==> src/rtl/rlm_pkg.sv <==
package rlm_pkg;

    typedef enum logic [1:0] {
        ST_HUNT = 2'd0,
        ST_RATE = 2'd1,
        ST_LOCK = 2'd2
    } lk_state_e;

    typedef struct packed {
        logic run;
        logic rate;
    } loss_cause_t;

    typedef struct packed {
        logic done;
        logic pass;
    } win_res_t;

    function automatic longint unsigned rate_tol(
        input longint unsigned win,
        input longint unsigned bpt,
        input longint unsigned ppm
    );
        return (win * bpt * ppm) / 64'd1000000;
    endfunction

endpackage

==> src/rtl/rlm_run_tracker.sv <==
module rlm_run_tracker #(
    parameter int RUN_LIMIT = 128,
    parameter int ACQ_BITS  = 250
) (
    input  logic clk,
    input  logic rst,
    input  logic bit_stb,
    input  logic bit_val,
    output logic run_viol,
    output logic streak_ok
);
    localparam int RW = $clog2(RUN_LIMIT + 2);
    localparam int SW = $clog2(ACQ_BITS + 1);
    localparam logic [RW-1:0] LIM    = RW'(RUN_LIMIT);
    localparam logic [RW-1:0] LIM_P1 = RW'(RUN_LIMIT + 1);
    localparam logic [SW-1:0] ACQ_C  = SW'(ACQ_BITS);

    logic          have_bit, last_bit, viol_q;
    logic [RW-1:0] run_len, run_nxt;
    logic [SW-1:0] streak, streak_nxt;
    logic          same, exceed, new_viol;

    always_comb begin
        same     = have_bit && (bit_val == last_bit);
        if (!same)
            run_nxt = RW'(1);
        else if (run_len == LIM_P1)
            run_nxt = run_len;
        else
            run_nxt = run_len + RW'(1);
        exceed   = (run_nxt == LIM_P1);
        new_viol = same && (run_len == LIM);
        if (exceed)
            streak_nxt = '0;
        else if (streak == ACQ_C)
            streak_nxt = streak;
        else
            streak_nxt = streak + SW'(1);
    end

    always_ff @(posedge clk) begin
        if (rst) begin
            have_bit <= 1'b0;
            last_bit <= 1'b0;
            run_len  <= '0;
            streak   <= '0;
            viol_q   <= 1'b0;
        end else begin
            viol_q <= 1'b0;
            if (bit_stb) begin
                have_bit <= 1'b1;
                last_bit <= bit_val;
                run_len  <= run_nxt;
                streak   <= streak_nxt;
                viol_q   <= new_viol;
            end
        end
    end

    assign run_viol  = viol_q;
    assign streak_ok = (streak == ACQ_C);

    // a fault pulse always stems from a bit strobe one edge earlier
    a_r1_viol_after_strobe: assert property (@(posedge clk) disable iff (rst)
        run_viol |-> $past(bit_stb));

    // a fault leaves no completed clean streak behind it
    a_r8_streak_cleared: assert property (@(posedge clk) disable iff (rst)
        run_viol |-> !streak_ok);

endmodule

==> src/rtl/rlm_rate_meter.sv <==
module rlm_rate_meter #(
    parameter int WIN_TICKS     = 10000,
    parameter int BITS_PER_TICK = 10,
    parameter int PPM_LIMIT     = 1000
) (
    input  logic              clk,
    input  logic              rst,
    input  logic              bit_stb,
    input  logic              ref_tick,
    input  logic              restart,
    output rlm_pkg::win_res_t res
);
    localparam longint unsigned EXP = 64'(WIN_TICKS) * 64'(BITS_PER_TICK);
    localparam longint unsigned TOL = rlm_pkg::rate_tol(64'(WIN_TICKS),
                                        64'(BITS_PER_TICK), 64'(PPM_LIMIT));
    localparam longint unsigned LO  = (TOL >= EXP) ? 64'd0 : EXP - TOL;
    localparam longint unsigned HI  = EXP + TOL;
    localparam int CW = $clog2(2 * EXP + 2);
    localparam int TW = (WIN_TICKS > 1) ? $clog2(WIN_TICKS) : 1;
    localparam logic [CW-1:0] LO_C  = CW'(LO);
    localparam logic [CW-1:0] HI_C  = CW'(HI);
    localparam logic [CW-1:0] CMAX  = '1;
    localparam logic [TW-1:0] TLAST = TW'(WIN_TICKS - 1);

    logic          armed, done_q, pass_q;
    logic [TW-1:0] tick_cnt;
    logic [CW-1:0] bit_cnt, cnt_now;
    logic          close, in_range;

    always_comb begin
        cnt_now  = (bit_stb && (bit_cnt != CMAX)) ? bit_cnt + CW'(1) : bit_cnt;
        close    = armed && ref_tick && (tick_cnt == TLAST);
        in_range = (cnt_now >= LO_C) && (cnt_now <= HI_C);
    end

    always_ff @(posedge clk) begin
        if (rst) begin
            armed    <= 1'b0;
            tick_cnt <= '0;
            bit_cnt  <= '0;
            done_q   <= 1'b0;
            pass_q   <= 1'b0;
        end else begin
            done_q <= 1'b0;
            pass_q <= 1'b0;
            if (restart) begin
                armed    <= ref_tick;
                tick_cnt <= '0;
                bit_cnt  <= '0;
            end else if (!armed) begin
                if (ref_tick) begin
                    armed    <= 1'b1;
                    tick_cnt <= '0;
                    bit_cnt  <= '0;
                end
            end else if (close) begin
                done_q   <= 1'b1;
                pass_q   <= in_range;
                tick_cnt <= '0;
                bit_cnt  <= '0;
            end else begin
                bit_cnt <= cnt_now;
                if (ref_tick)
                    tick_cnt <= tick_cnt + TW'(1);
            end
        end
    end

    assign res.done = done_q;
    assign res.pass = pass_q;

    // a window result only ever follows a reference tick
    a_r2_done_follows_tick: assert property (@(posedge clk) disable iff (rst)
        done_q |-> $past(ref_tick));

    // no verdict appears in the cycle after a restart request
    a_r2_no_done_after_restart: assert property (@(posedge clk) disable iff (rst)
        restart |=> !done_q);

endmodule

==> src/rtl/rlm_lock_fsm.sv <==
module rlm_lock_fsm (
    input  logic                 clk,
    input  logic                 rst,
    input  logic                 run_viol,
    input  logic                 streak_ok,
    input  rlm_pkg::win_res_t    win,
    output logic                 restart,
    output logic                 lock_o,
    output logic                 sel_rec,
    output rlm_pkg::loss_cause_t cause
);
    import rlm_pkg::*;

    lk_state_e   state;
    loss_cause_t cause_q;
    logic        lose_run, lose_rate;

    always_comb begin
        lose_run  = (state == ST_LOCK) && run_viol;
        lose_rate = (state == ST_LOCK) && win.done && !win.pass;
        restart   = ((state == ST_HUNT) && streak_ok) ||
                    ((state == ST_RATE) && !run_viol && win.done && !win.pass);
    end

    always_ff @(posedge clk) begin
        if (rst) begin
            state   <= ST_HUNT;
            cause_q <= '0;
        end else begin
            case (state)
                ST_HUNT: begin
                    if (streak_ok)
                        state <= ST_RATE;
                end
                ST_RATE: begin
                    if (run_viol)
                        state <= ST_HUNT;
                    else if (win.done && win.pass) begin
                        state   <= ST_LOCK;
                        cause_q <= '0;
                    end
                end
                ST_LOCK: begin
                    if (lose_run || lose_rate) begin
                        state        <= ST_HUNT;
                        cause_q.run  <= lose_run;
                        cause_q.rate <= lose_rate;
                    end
                end
                default: state <= ST_HUNT;
            endcase
        end
    end

    assign lock_o  = (state == ST_LOCK);
    assign sel_rec = (state == ST_LOCK);
    assign cause   = cause_q;

    // run fault while locked ends lock and records its cause
    a_r1_run_drops_lock: assert property (@(posedge clk) disable iff (rst)
        (lock_o && run_viol) |=> (!lock_o && cause.run));

    // failing window while locked ends lock and records its cause
    a_r2_rate_drops_lock: assert property (@(posedge clk) disable iff (rst)
        (lock_o && win.done && !win.pass) |=> (!lock_o && cause.rate));

    // lock only rises after a passing window verdict
    a_r5_lock_needs_pass: assert property (@(posedge clk) disable iff (rst)
        $rose(lock_o) |-> $past(win.done && win.pass));

    // both loss reasons are clear on re-lock
    a_r6_clear_on_relock: assert property (@(posedge clk) disable iff (rst)
        $rose(lock_o) |-> (!cause.run && !cause.rate));

endmodule

==> src/rtl/rx_lock_monitor.sv <==
module rx_lock_monitor #(
    parameter int RUN_LIMIT     = 128,
    parameter int ACQ_BITS      = 250,
    parameter int WIN_TICKS     = 10000,
    parameter int BITS_PER_TICK = 10,
    parameter int PPM_LIMIT     = 1000
) (
    input  logic clk,
    input  logic rst,
    input  logic bit_stb,
    input  logic bit_val,
    input  logic ref_tick,
    output logic locked,
    output logic clk_sel,
    output logic loss_run,
    output logic loss_rate
);
    import rlm_pkg::*;

    logic        run_viol, streak_ok, restart;
    win_res_t    win;
    loss_cause_t cause;

    rlm_run_tracker #(
        .RUN_LIMIT (RUN_LIMIT),
        .ACQ_BITS  (ACQ_BITS)
    ) u_run (
        .clk       (clk),
        .rst       (rst),
        .bit_stb   (bit_stb),
        .bit_val   (bit_val),
        .run_viol  (run_viol),
        .streak_ok (streak_ok)
    );

    rlm_rate_meter #(
        .WIN_TICKS     (WIN_TICKS),
        .BITS_PER_TICK (BITS_PER_TICK),
        .PPM_LIMIT     (PPM_LIMIT)
    ) u_rate (
        .clk      (clk),
        .rst      (rst),
        .bit_stb  (bit_stb),
        .ref_tick (ref_tick),
        .restart  (restart),
        .res      (win)
    );

    rlm_lock_fsm u_fsm (
        .clk       (clk),
        .rst       (rst),
        .run_viol  (run_viol),
        .streak_ok (streak_ok),
        .win       (win),
        .restart   (restart),
        .lock_o    (locked),
        .sel_rec   (clk_sel),
        .cause     (cause)
    );

    assign loss_run  = cause.run;
    assign loss_rate = cause.rate;

    // fallback select is on the reference whenever lock is absent
    a_r3_ref_when_unlocked: assert property (@(posedge clk) disable iff (rst)
        $fell(locked) |-> !clk_sel);

endmodule

==> config.mk <==
export PLATFORM = sky130hd
export DESIGN_NAME = rx_lock_monitor
export DESIGN_NICKNAME = d
export VERILOG_FILES = /design/src/rtl/rlm_pkg.sv /design/src/rtl/rlm_run_tracker.sv /design/src/rtl/rlm_rate_meter.sv /design/src/rtl/rlm_lock_fsm.sv /design/src/rtl/rx_lock_monitor.sv
export SDC_FILE = /design/constraint.sdc
export NUM_CORES = 1
export LEC_CHECK = 0
export CORE_UTILIZATION = 27
export CTS_BUF_LIST = sky130_fd_sc_hd__clkbuf_8
export DETAILED_ROUTE_END_ITERATION = 8
export SLEW_MARGIN = 20
export SYNTH_ARGS = -nofsm -noshare
export SYNTH_HDL_FRONTEND = slang
export SYNTH_SLANG_ARGS = --single-unit
==> constraint.sdc <==
create_clock -name clk -period 2.55 [get_ports clk]
set_input_delay 0.765 -clock clk [delete_from_list [all_inputs] [get_ports clk]]
set_output_delay 0.765 -clock clk [all_outputs]
set_load 0.05 [all_outputs]
==> results by group, run 1 <==
Floorplan
  – Initial core utilization: 0.2799
  – Die ar.: 13,060 um^2
  – Num rows: 40
  – I/O pin total: 9
  – Die X: 114.3 um
  – Die Ht: 114.3 um
  – Core Area: 12,160 um^2

STA
  – Max frequency: 0.4097 GHz
  – Setup Skew: 0.004700 ns
  – Final Max Tran Viols: 0
  – Period utilisation layout: 0.9573
  – Worst Max-Slew Pin Slew: 0.7596 ns
  – Worst rel slew slack: 0.4889
  – # setup viols final: 0
  – Final Hold Violating Endpoints: 0
  – Fin crit period: 2.441 ns

Detailed routing
  – WL met3: 288 um
  – Residual DRC count: 0
  – Final WL: 8350 um
  – DR vias/cell: 5.142
  – Post-route ant nets: 0
  – 1st-iter DRT viols: 149
  – DRT Pass-1 Iters: 4
  – Top Metal Used: met4
  – Avg WL per Cell: 13.15 um
  – Vias post-DR: 3,265
  – Metal2 WL: 3967 um
  – Metal1 wirelength: 4016 um

CTS
  – Cts hold-fix bufs: 0
  – Clock buffer depth: 2
  – Clock sink total: 58
  – CTS root buf: clkbuf_8
  – CTS H-tree lvls: 3
  – CTS buffer count: 9
  – Clock transition at the registers of the reported paths: 0.07 ns
  – Clk_lat worst skew: 0.33 ns
  – CTS tree: yes

Worst setup path
  – Worst R2R Path Depth: 7
  – Startpoint Class: input pin
  – WP data required: 2.79 ns
  – Worst EP arrival: 2.68 ns
  – CP Class: in2reg
  – Critical path endpoint category: flip-flop
  – Worst Setup SP: bit_stb
  – R2R setup slack: 0.15 ns
  – Worst reg2reg path endpoint: u_rate.pass_q$_SDFF_PP0_
  – Crit-path max FO: 2
  – Reg-to-reg startpoint: u_rate.bit_cnt[1]$_SDFFE_PP0P_

GRT
  – All-Layer GR Usage: 0.1365
  – GRT overflow: 0
  – Largest net degree at the start of global routing: 33
  – Vias in the first global route: 3,063
  – Initial antenna violation count: 0
  – First-pass GRT wire length: 14,520 um

Final layout
  – Fin nets: 474
  – Share of cells above drive strength 1: 0.1606
  – Area Growth Syn to Fin: 18.82%
  – Antenna cells: 0
  – Final cell utilization of the core: 0.3326
  – Finished Layout Cells: 635
  – FF/Latch Area: 1162 um^2
  – Multi-input gate area: 2082 um^2
  – Fill cell count: 1,279

Logic synthesis
  – Number of synthesized flops with an enable pin: 0
  – Syn nets: 444
  – Top FF cell, synth: dfxtp_1
  – YS warnings: 0
  – Sequential-to-total area share from yosys stat: 0.3411
  – Syn Area/Cell: 7.881 um^2
  – Yosys cell types: 62
  – Yosys reg bits: 58
  – Mapped Cells: 432
  – Post-synth ARST share: 0
  – Mapped Area: 3405 um^2

Flow run
  – Max_cap viols: 0

Power and ir drop
  – Pwr dens: 453.8 nW/um^2
  – Peak supply drop: 198.4 uV
  – Sw Pwr: 0.4865 mW
  – Internal power component: 1.349 mW
  – Sw Share: 0.2651
  – Leak: 1.409 nW
  – Clock share of power: 0.404
  – Combinational Power Share: 0.091
  – Seq pwr share: 0.505

Status
  – Status: completed

Worst hold path
  – Type of the most critical hold path: reg2reg
  – Hold path cells: 2
  – Hold Crit Start: u_rate.tick_cnt[13]$_SDFFE_PP0P_
  – Hold endpoint: u_rate.tick_cnt[13]$_SDFFE_PP0P_

Placed design
  – Port Buffers: 8
  – Dpl cells: 616
  – GPL Wtd Cong: 0.8533
  – DP HPWL: 5950 um
through the flow:
| step | total power [mW] | worst slack (ns) | cell area [um^2] | hold slack, ns | TNS (ns) |
|---|---|---|---|---|---|
| floorplan | 1.049 | 0.06206 | 3405 | 0.4349 | 0 |
| global placement | 1.110 | -0.2318 | 3837 | 0.4611 | -1.807 |
| detailed placement | 1.114 | -0.2525 | 3837 | 0.4706 | -2.089 |
| CTS | 1.865 | 0.08581 | 4009 | 0.4800 | 0 |
| global route | 1.927 | -0.03933 | 4045 | 0.5082 | -0.03933 |
| finish | 1.836 | 0.1089 | 4045 | 0.4775 | 0 |
kinds of logic after synthesis:
kind of cell    after synthesis  synth area share
flops                        58            0.3411
xor+xnor                     16           0.04116
simple gates                199            0.3131
fa+ha+maj                     7           0.02572
buf+inv                      35           0.05292
compound gates              114            0.2165
mux                           3          0.009555
what timing repair did:
action                                  CTS  global route
endpoints found under the setup margin    0             1
setup buffers                             0             3
resized for setup                         0             4
hold endpoints to repair                  0             0
registers in the layout, indices dropped and copies added (netlist names):
name / cells
u_fsm.cause: 2
u_rate.pass_q: 1
u_fsm.state: 2
u_rate.bit_cnt: 18
u_rate.done_q: 1
u_run.last_bit: 1
u_run.have_bit: 1
u_rate.tick_cnt: 14
u_run.streak: 8
u_rate.armed: 1
u_run.run_len: 8
u_run.run_viol: 1
cell usage in the layout (no fill, tap or decap), types with 5 or more instances in the layout:
master	instances
and3_1	13
nand2_1	45
dfxtp_1	57
clkdlybuf4s50_1	6
xnor2_1	9
ha_1	6
a21oi_1	42
clkbuf_8	10
nor2_1	43
nand4b_1	8
nand3_1	21
nor3b_1	6
inv_1	8
a22oi_1	5
buf_4	39
nand4_1	12
nor3_1	18
a211oi_1	5
o21ai_0	22
xor2_1	7
layer usage:
layer,up-vias,global-route usage
met1,1547,0.1790
met3,6,0.03070
met4,0,0.04329
met2,49,0.2218
met5,-,0
li1,1663,-
synth_stat cells (5+ instances only):
cell type	n	area, um^2
inv_1	7	26.28
nand2_1	45	168.9
buf_2	5	25.02
nand3_1	21	105.1
a31oi_1	5	31.28
nand4b_1	8	70.07
a211oi_1	5	37.54
buf_6	5	56.30
a22oi_1	5	37.54
nor3_1	19	95.09
xnor2_1	9	78.83
clkbuf_1	15	56.30
and3_1	13	81.33
nor2_1	43	161.4
o21ai_0	22	110.1
dfxtp_1	58	1161
a21oi_1	42	210.2
ha_1	7	87.58
nand4_1	12	75.07
nor3b_1	6	45.04
xor2_1	7	61.31
worst max-delay path by stage:
stage,endpoint,slack [ns]
6_report,u_rate.pass_q$_SDFF_PP0_,0.11
5_1_grt,u_rate.pass_q$_SDFF_PP0_,-0.04
4_1_cts,u_rate.pass_q$_SDFF_PP0_,0.09
3_5_place_dp,u_rate.pass_q$_SDFF_PP0_,-0.25
3_3_place_gp,u_rate.pass_q$_SDFF_PP0_,-0.23
2_1_floorplan,locked,0.06
power groups by stage:
stage	Sequential [mW]	Clock (mW)	Combinational [mW]
6_report	0.927	0.741	0.167
4_1_cts	0.927	0.772	0.167
2_1_floorplan	0.946	0	0.103
3_3_place_gp	0.947	0	0.163
3_5_place_dp	0.947	0	0.166
5_1_grt	0.929	0.812	0.186
cell type report:
type                            instances  share of cell area
Sequential cell                        58              0.2873
Timing Repair Buffer                   47             0.09712
Clock buffer                           10             0.03402
Tap cell                              168             0.05196
Clock inverter                          6            0.008351
Multi-Input combinational cell        339              0.5147
Inverter                                7            0.006496
worst max-delay path, cell delays in order:
cell             delay (ns)
clkdlybuf4s50_1        0.48
nand2_1                0.08
or3_4                  0.39
a21oi_4                0.13
mux2_2                 0.37
a21o_1                 0.17
a2111oi_2              0.28
Note: power is estimated with default switching activity, not from simulation.
==> run 2, diff against run 1 <==
- ABC_AREA: not set -> 1
==> run 2 against run 1 <==
Synthesized cell count is 33% higher. Critical path type is now reg2out. Cell count is 22% higher. Via count rose by 7.6%. Critical endpoint is now loss_run.
==> results by group, run 2 <==
Logic synthesis
  – Synth top area cells: dfxtp_1 (32%), nand2_1 (17%), nand3_1 (8.0%)
  – YS warnings: 0
  – Yosys cell types: 39
  – Syn nets: 587
  – Yosys reg bits: 58
  – Top cells by count, synth: nand2_1 (164), nand3_1 (59), nor2_1 (59)
  – Synth area leader: dfxtp_1
  – Most common cell in the synthesized netlist: nand2_1
  – Mapped Cells: 575
  – Mapped Area: 3677 um^2
  – Syn Area/Cell: 6.395 um^2
  – Sequential-to-total area share from yosys stat: 0.3158
  – Number of synthesized flops with an enable pin: 0
  – Post-synth ARST share: 0
  – Top FF cell, synth: dfxtp_1
  – Synth top area share: 0.3158

Floorplan
  – Num rows: 42
  – Die ar.: 14,090 um^2
  – Die Ht: 118.7 um
  – Initial core utilization: 0.2777
  – I/O pin total: 9
  – Core Area: 13,240 um^2
  – Die X: 118.7 um

GRT
  – Initial antenna violation count: 0
  – All-Layer GR Usage: 0.1341
  – Vias in the first global route: 3,267
  – GRT overflow: 0
  – First-pass GRT wire length: 15,320 um
  – Largest net degree at the start of global routing: 31

Power and ir drop
  – Internal power component: 1.531 mW
  – Seq pwr share: 0.464
  – Clock share of power: 0.430
  – Combinational Power Share: 0.106
  – Tot Pwr: 2.060 mW
  – Leak: 1.623 nW
  – Pwr dens: 484.9 nW/um^2
  – Sw Pwr: 0.5283 mW
  – Sw Share: 0.2565
  – Peak supply drop: 226.4 uV

Worst setup path
  – Worst R2R Path Depth: 13
  – Startpoint Class: flip-flop
  – Crit-path slowest cell: clkdlybuf4s50_1
  – Critical path endpoint category: output port
  – Buf/Inv on CP: 1
  – Worst EP arrival: 1.52 ns
  – Top delay family on crit path: buffers and inverters
  – Worst reg2reg path endpoint: u_rate.pass_q$_SDFF_PP0_
  – Crit-path max FO: 2
  – WP data required: 1.79 ns
  – Max incr delay on CP: 0.82 ns
  – R2R setup slack: 0.32 ns
  – CP Class: reg2out
  – Reg-to-reg startpoint: u_rate.bit_cnt[1]$_SDFFE_PP0P_
  – Crit-path cells: clkdlybuf4s50_1

Placed design
  – DP HPWL: 6192 um
  – GPL Wtd Cong: 0.8031
  – Dpl cells: 760
  – Port Buffers: 8
  – Dpl cell area: 4044 um^2

CTS
  – CTS buffer count: 9
  – Clock buffer depth: 2
  – CTS root buf: clkbuf_8
  – Clock transition at the registers of the reported paths: 0.07 ns
  – CTS H-tree lvls: 3
  – Clk_lat worst skew: 0.34 ns
  – Cts hold-fix bufs: 0
  – Post_cts resized: 0
  – Clock sink total: 58
  – CTS tree: yes
  – Post-CTS Setup Bufs: 0

STA
  – # setup viols final: 0
  – Setup TNS: 0 ns
  – Worst rel slew slack: 0.6301
  – Fin crit period: 2.287 ns
  – Period utilisation layout: 0.8968
  – RSZ-0062 raised after global routing: no
  – Final Max Tran Viols: 0
  – Final Hold Violating Endpoints: 0
  – Setup Skew: 0.009458 ns
  – Max frequency: 0.4373 GHz
  – Worst Max-Slew Pin Slew: 0.5542 ns

Detailed routing
  – Metal2 WL: 3737 um
  – Metal1 wirelength: 4353 um
  – DRT Pass-1 Iters: 4
  – DR vias/cell: 4.534
  – Top Metal Used: met4
  – Residual DRC count: 0
  – Post-route ant nets: 0
  – 1st-iter DRT viols: 283
  – Avg WL per Cell: 11.02 um
  – Vias post-DR: 3,514
  – Final WL: 8537 um
  – WL met3: 310 um

Final layout
  – Area Growth Syn to Fin: 15.52%
  – Share of cells above drive strength 1: 0.1119
  – Commonest cells after routing, fill and taps aside: nand2_1 (164), nor2_1 (59), nand3_1 (59), inv_1 (58), dfxtp_1 (58)
  – Number of flip-flops under the largest register name: 18
  – Antenna cells: 0
  – Finished Layout Cells: 775
  – Biggest regs: u_rate.bit_cnt: 18 flops, u_rate.tick_cnt: 14 flops
  – Fill cell count: 1,490
  – Commonest non-fill, non-tap cell in the layout: nand2_1
  – Biggest register: u_rate.bit_cnt
  – FF/Latch Area: 1161 um^2
  – Final cell utilization of the core: 0.3208
  – Multi-input gate area: 2195 um^2
  – Fin nets: 607
  – Finished Cell Area: 4248 um^2

Flow run
  – Max_cap viols: 0

Worst hold path
  – Hold endpoint: u_run.have_bit$_SDFFE_PP0P_
  – Hold path cells: 2
  – Hold Crit Start: u_run.have_bit$_SDFFE_PP0P_
  – Type of the most critical hold path: reg2reg

Status
  – Status: completed
run 2: cell types whose count changed in the layout (fill, tap and decap cells not counted), moves of 12 or more:
| cell | change |
|---|---|
| and3_1 | -12 |
| inv_1 | +50 |
| nand3_1 | +38 |
| nor3_1 | -15 |
| buf_4 | -20 |
| nor2_1 | +16 |
| nand2_1 | +119 |
run 2: power groups by stage:
stage | combinational, mW | sequential (mW) | clock [mW]
2_1_floorplan | 0.151 | 0.970 | 0
3_5_place_dp | 0.220 | 0.975 | 0
5_1_grt | 0.250 | 0.959 | 0.959
3_3_place_gp | 0.220 | 0.976 | 0
4_1_cts | 0.221 | 0.955 | 0.919
6_report | 0.218 | 0.955 | 0.886
run 2: worst reg2reg max path, delay by kind of cell (launching register included):
family	cells	cell delay (ns)
fa+ha+maj	1	0.30
flops	1	0.40
buf+inv	2	0.09
simple gates	10	1.38
run 2: worst max path at each step:
stage / startpoint / endpoint / cells past startpoint
3_3_place_gp: bit_val / u_run.streak[5]$_SDFFE_PP0P_ / 12
2_1_floorplan: u_fsm.state[1]$_SDFFE_PP0P_ / locked / 3
6_report: u_fsm.cause[1]$_SDFFE_PP0P_ / loss_run / 1
3_5_place_dp: bit_val / u_run.streak[5]$_SDFFE_PP0P_ / 12
5_1_grt: u_rate.bit_cnt[1]$_SDFFE_PP0P_ / u_rate.pass_q$_SDFF_PP0_ / 13
4_1_cts: u_fsm.cause[1]$_SDFFE_PP0P_ / loss_run / 1
run 2: cell type report:
cell class,instances,area share
multi-input cells,439,0.5166
flip-flops and latches,58,0.2733
repair buffers,27,0.05714
inverters,60,0.05302
well taps,176,0.05184
clock buffers,12,0.03888
clock inverters,3,0.009131
run 2: kinds of logic after synthesis:
| group | synth area share |
|---|---|
| buffers and inverters | 0.08745 |
| flip-flops | 0.3158 |
| XOR/XNOR | 0.04049 |
| adder cells (fa/ha/maj) | 0.02382 |
| AND/OR/NAND/NOR | 0.4059 |
| AO/OA/AOI/OAI | 0.1266 |
run 2: routing by layer:
metal | up-vias | GRT usage
met5 | - | 0
met3 | 11 | 0.03234
met4 | 0 | 0.04589
met2 | 44 | 0.2149
li1 | 1913 | -
met1 | 1546 | 0.1749
run 2: through the flow:
| stage | hold WS [ns] | setup WS, ns |
|---|---|---|
| after floorplan | 0.4453 | 0.2997 |
| after global placement | 0.4616 | 0.02324 |
| after detailed placement | 0.4659 | -0.005949 |
| after CTS | 0.4790 | 0.2422 |
| after global routing | 0.5125 | 0.01772 |
| final | 0.4744 | 0.2633 |
